`src/rtl/i2c_byte_status.sv`:
```
module i2c_byte_status #(
  parameter int DW = 8,
  parameter int AW = 7
) (
  input  logic          clk,
  input  logic          rst_n,
  input  logic          ev_start,
  input  logic          ev_stop,
  input  logic          ev_bit,
  input  logic          bit_val,
  input  logic          ev_byte_end,
  input  logic          ev_ack,
  input  logic          ack_val,
  input  logic          arb_lost,
  input  logic          other_busy,
  input  logic [AW-1:0] own_addr,
  input  logic          gc_en,
  input  logic          aa_en,
  input  logic          master_mode,
  input  logic          master_tx,
  input  logic          sta_rd,
  output logic [7:0]    status,
  output logic [DW-1:0] data,
  output logic          ack_out,
  output logic          irq
);
  typedef enum logic [2:0] {IDLE, ADR, SLV, MST, IGN} phase_t;
  phase_t ph;

  logic [DW-1:0] dat;
  logic gc_q, stp_q, irq_q, tx_q, busy_q, arb_q, nack_q, slv_q, ack_q;

  wire hit_gc  = aa_en && gc_en && (dat[DW-1:1] == '0);
  wire hit_own = aa_en && (dat[DW-1:1] == own_addr);
  wire be      = ev_byte_end && !ev_start && !ev_stop;
  wire irq_set = (be && ((ph == ADR && (hit_gc || hit_own)) || ph == SLV || ph == MST))
              || (ev_stop && !ev_start && ph == SLV);

  always_ff @(posedge clk) begin
    if (!rst_n) begin
      ph <= IDLE; dat <= '0;
      gc_q <= 1'b0; stp_q <= 1'b0; irq_q <= 1'b0; tx_q <= 1'b0;
      busy_q <= 1'b0; arb_q <= 1'b0; nack_q <= 1'b0; slv_q <= 1'b0; ack_q <= 1'b0;
    end else begin
      busy_q <= other_busy;
      if (irq_set) irq_q <= 1'b1;
      else if (sta_rd) irq_q <= 1'b0;
      if (ev_bit) begin
        dat   <= {dat[DW-2:0], bit_val};
        ack_q <= 1'b0;
      end
      if (ev_ack) nack_q <= ack_val;
      if (arb_lost) arb_q <= 1'b1;
      if (ph == MST) tx_q <= master_tx;
      if (ev_start) begin
        ph <= master_mode ? MST : ADR;
        gc_q <= 1'b0; stp_q <= 1'b0; slv_q <= 1'b0;
        arb_q <= 1'b0; tx_q <= 1'b0; ack_q <= 1'b0;
      end else if (ev_stop) begin
        ph <= IDLE; slv_q <= 1'b0; tx_q <= 1'b0; ack_q <= 1'b0;
        if (ph == SLV) stp_q <= 1'b1;
      end else if (ev_byte_end) begin
        case (ph)
          ADR: begin
            if (hit_gc) begin
              ph <= SLV; gc_q <= 1'b1; slv_q <= 1'b1; tx_q <= 1'b0; ack_q <= 1'b1;
            end else if (hit_own) begin
              ph <= SLV; slv_q <= 1'b1; tx_q <= dat[0]; ack_q <= 1'b1;
            end else begin
              ph <= IGN;
            end
          end
          SLV:     ack_q <= aa_en && !tx_q;
          MST:     ack_q <= aa_en && !master_tx;
          default: ack_q <= 1'b0;
        endcase
      end
    end
  end

  assign status  = {gc_q, stp_q, irq_q, tx_q, busy_q, arb_q, nack_q, slv_q};
  assign data    = dat;
  assign ack_out = ack_q;
  assign irq     = irq_q;
endmodule

```
`config.mk`:
```
export PLATFORM = sky130hd
export DESIGN_NAME = i2c_byte_status
export DESIGN_NICKNAME = d
export VERILOG_FILES = /design/src/rtl/i2c_byte_status.sv
export SDC_FILE = /design/constraint.sdc
export NUM_CORES = 1
export LEC_CHECK = 0
export BUFFER_PORTS_ARGS = -buffer_cell sky130_fd_sc_hd__buf_2
export CORE_MARGIN = 2
export CORE_UTILIZATION = 45
export DETAILED_ROUTE_END_ITERATION = 10
export PLACE_DENSITY = 0.77
export SYNTH_ARGS = -nofsm -noshare
export SYNTH_HDL_FRONTEND = slang
export SYNTH_SLANG_ARGS = --single-unit
```
`constraint.sdc`:
```
create_clock -name clk -period 1.5 [get_ports clk]
set_input_delay 0.3 -clock clk [delete_from_list [all_inputs] [get_ports clk]]
set_output_delay 0.3 -clock clk [all_outputs]
set_load 0.05 [all_outputs]
```
==> impl_summary.md <==
Run status
The run finished with clean final reports.

STA
The worst clock skew is 0.005930 ns. The number of endpoints with negative hold slack in the final report is 0. The worst pin sits at a relative slew slack of 0.8085. For this run, the top clock speed supported by timing is 0.7077 GHz. The number of max-slew violations in the final report was 0. The sum of negative setup slack is 0 ns.

The final setup violation count is 0. Hold is met by 0.1848 ns. After layout, the minimum clock period comes to 1.413 ns. For the pin with the worst max-slew slack, the measured transition is 0.2866 ns.

The post-route clock period utilization is 0.9420. After layout, the worst setup slack is 0.08704 ns.

Critical path
Of all nets on the critical path, the largest fanout is 5. At the worst endpoint, the arrival time is 1.65 ns. The type of element capturing the critical path is a flip-flop. The data required time of the critical path is 1.74 ns.

The critical path startpoint is data[4]. The critical path class is reg2reg. The critical path startpoint category is a flip-flop. The worst flop-to-flop path startpoint is data[4].

Route
Across all layers, the routed design uses 853 vias. The count of unresolved DRC violations after routing is 0. The count of nets left with antenna violations once routing finished came out at 0. The pre-antenna-repair detailed-routing pass consisted of 4 iterations. In the final routed layout, each cell accounts on average for 12.21 um. Dividing the detail-routed via count by the number of cells gives 5.077. The routed design has 2051 um of wire. After the first detailed-routing iteration, the DRC count stood at 3.

Placement
Routability-driven placement finished with a final weighted congestion of 0.7734. The number of cells after detailed placement is 165. The post-place instance area is 1165 um2. Buffers placed on the I/O ports in this run total 40.

The half-perimeter wire length after placement is 1565 um. The worst setup slack before clock tree synthesis is 0.02665 ns.

Clock tree
The TritonCTS clock tree is yes. The tree is rooted in a sky130_fd_sc_hd__clkbuf_4. No sink is reached through more buffers than the 2 on the longest clock path. In this run the number of H-tree levels came out at 1. After clock tree synthesis, the clock-pin slew on the worst setup and hold paths is 0.11 ns.

For the worst-skew pair, the clock arrives at the later sink with an insertion delay of 0.31 ns. For this design, the sink count on the clock tree is 20. The number of clock buffers inserted by TritonCTS is 3.

Min path
The hold path startpoint is arb_lost. The kind of path behind the tightest hold check is in2reg.

Die
The die covers 2603 um2. The initialized floorplan defines 17 standard-cell rows. The total core area is 2148 um2. In this run the vertical extent of the chip is 51.02 um. The I/O pin count is 41.

The starting density of the core is 0.4630. In this run the horizontal extent of the chip is 51.02 um.

Global route
The number of global-route vias before repair was 765. The first-pass GRT wire length is 3463 um. The number of antenna violations at the first check in global routing was 0. The total congestion overflow after global routing is 0. The pin count of the biggest net entering global routing is 15. Across every metal layer, demand over resource in global routing totals 0.1768.

Logic synthesis
The number of instances in the synthesized netlist is 108. The mean post-synth cell area is 9.210 um2. The register bit count reported by yosys is 20. The sequential fraction of the synthesis area is 0.4025.

Counting flops with an async set or reset pin after synthesis yields a share of 0. The Yosys step of the flow raised 0 warnings. The cell area after technology mapping is 994.7 um2. Synthesis produced a netlist with a net count of 131. In this run, synthesis inferred 0 flip-flops with an integrated enable.

The distinct cell type count of the synthesized netlist is 28. The most frequently used flop master after synthesis is sky130_fd_sc_hd__dfxtp_1.

Final layout
In the final design database the tool counted 165 nets. For this run, the share of the core covered by cells in the final layout is 0.5655. After routing the design area is 1215 um2.

0 antenna diodes ended up in the layout. The share of layout cells above drive strength 1 is 0.4000. The area of the multi-input gates is 536.8 um2.

Relative to the synthesized area, the layout overhead comes to 22.14%. The register area is 409.1 um2. The final instance count without filler cells is 168. Counting the fill cells in the layout gives 210.

Pwr
The share of total power dissipated in combinational logic is 0.168. The share of total power dissipated in the clock network is 0.265. The switching power summed over all nets is 270.9 uW. The share of total power consumed by net switching is 0.2776.

The maximum ir drop on the vdd rail is 0.4799 mV. The analysis attributes to cell leakage a power of 0.5439 nW. Of the total power, registers draw 0.567. Power comes to 976.1 uW. The internal power of the cells totals 705.2 uW. In this run the power density over the cells is 803.4 nW/um2.

Flow run
The tool flagged a number of max-cap violations equal to 0.
-- cell usage in the layout (no fill, tap or decap), types with 2 or more instances in the layout --
cell type / n
sky130_fd_sc_hd__a21boi_1: 2
sky130_fd_sc_hd__a21oi_1: 7
sky130_fd_sc_hd__buf_2: 40
sky130_fd_sc_hd__clkbuf_4: 3
sky130_fd_sc_hd__dfxtp_1: 13
sky130_fd_sc_hd__dfxtp_2: 7
sky130_fd_sc_hd__inv_1: 3
sky130_fd_sc_hd__mux2i_1: 11
sky130_fd_sc_hd__nand2_1: 5
sky130_fd_sc_hd__nand2b_1: 2
sky130_fd_sc_hd__nand3_1: 2
sky130_fd_sc_hd__nand4_1: 3
sky130_fd_sc_hd__nor2_1: 6
sky130_fd_sc_hd__nor2b_1: 11
sky130_fd_sc_hd__nor3b_1: 5
sky130_fd_sc_hd__xnor2_1: 6
-- metal layers --
metal,track usage,part of all wire
met5,0,0
met4,0.08108,0.014
met1,0.2309,0.44
met3,0.03509,0.060
met2,0.2792,0.48
-- state kept, by name, summed over array words and instances (netlist names) --
register / flops
ack_out: 1
arb_q: 1
busy_q: 1
data: 8
gc_q: 1
irq: 1
nack_q: 1
ph: 3
slv_q: 1
stp_q: 1
tx_q: 1
-- cells in the mapped netlist, types with 2 or more instances --
cell type / instances / area [um2]
sky130_fd_sc_hd__nor2b_1: 11 / 68.82
sky130_fd_sc_hd__nand2_1: 5 / 18.77
sky130_fd_sc_hd__nand4_1: 3 / 18.77
sky130_fd_sc_hd__nand2b_1: 2 / 12.51
sky130_fd_sc_hd__dfxtp_1: 20 / 400.4
sky130_fd_sc_hd__nor2_1: 6 / 22.52
sky130_fd_sc_hd__nor3b_1: 5 / 37.54
sky130_fd_sc_hd__nand3_1: 2 / 10.01
sky130_fd_sc_hd__inv_1: 3 / 11.26
sky130_fd_sc_hd__nor3_1: 2 / 10.01
sky130_fd_sc_hd__buf_2: 2 / 10.01
sky130_fd_sc_hd__buf_4: 8 / 60.06
sky130_fd_sc_hd__mux2i_1: 11 / 110.1
sky130_fd_sc_hd__a21boi_1: 2 / 15.01
sky130_fd_sc_hd__a21oi_1: 7 / 35.03
sky130_fd_sc_hd__xnor2_1: 7 / 61.31
-- power groups by stage --
stage	logic (mW)	clock network (mW)	registers [mW]
after detailed placement	0.159	0	0.566
after CTS	0.159	0.266	0.554
after global placement	0.156	0	0.565
after global routing	0.179	0.288	0.556
after floorplan	0.0980	0	0.578
final	0.164	0.258	0.554
-- timing repair --
item	in CTS	in global routing
setup endpoints to repair	0	7
gates resized for setup	0	4
buffers inserted	0	0
hold buffers	0	0
-- cells by family (layout without fill, tap and decap cells) --
kind of cell	after synthesis	count (layout)	synth area share
flip-flops	20	20	0.4025
multiplexers	11	11	0.1107
AND/OR/NAND/NOR	40	40	0.2277
buffers and inverters	14	46	0.08553
AO/OA/AOI/OAI	16	16	0.1120
XOR/XNOR	7	7	0.06164
-- worst paths after layout --
kind,to,slack (ns),cells after the start
min reg2reg,gc_q,0.45,2
min,arb_q,0.18,3
max reg2reg,ph[1],0.09,5
max,ph[1],0.09,5
-- critical path, stage by stage (launching register included) --
cell and delay, ns:
sky130_fd_sc_hd__dfxtp_2 0.37, sky130_fd_sc_hd__xnor2_1 0.17, sky130_fd_sc_hd__nand4_1 0.23, sky130_fd_sc_hd__o31ai_4 0.28
sky130_fd_sc_hd__nand3_1 0.13, sky130_fd_sc_hd__a21boi_1 0.17
-- layout make-up --
class | count | share of cell area
Clock buffer | 3 | 0.01854
Inverter | 3 | 0.009269
Multi-Input combinational cell | 74 | 0.4418
Sequential cell | 20 | 0.3368
Tap cell | 28 | 0.02884
Timing Repair Buffer | 40 | 0.1648
(Power assumes the default switching activity.)
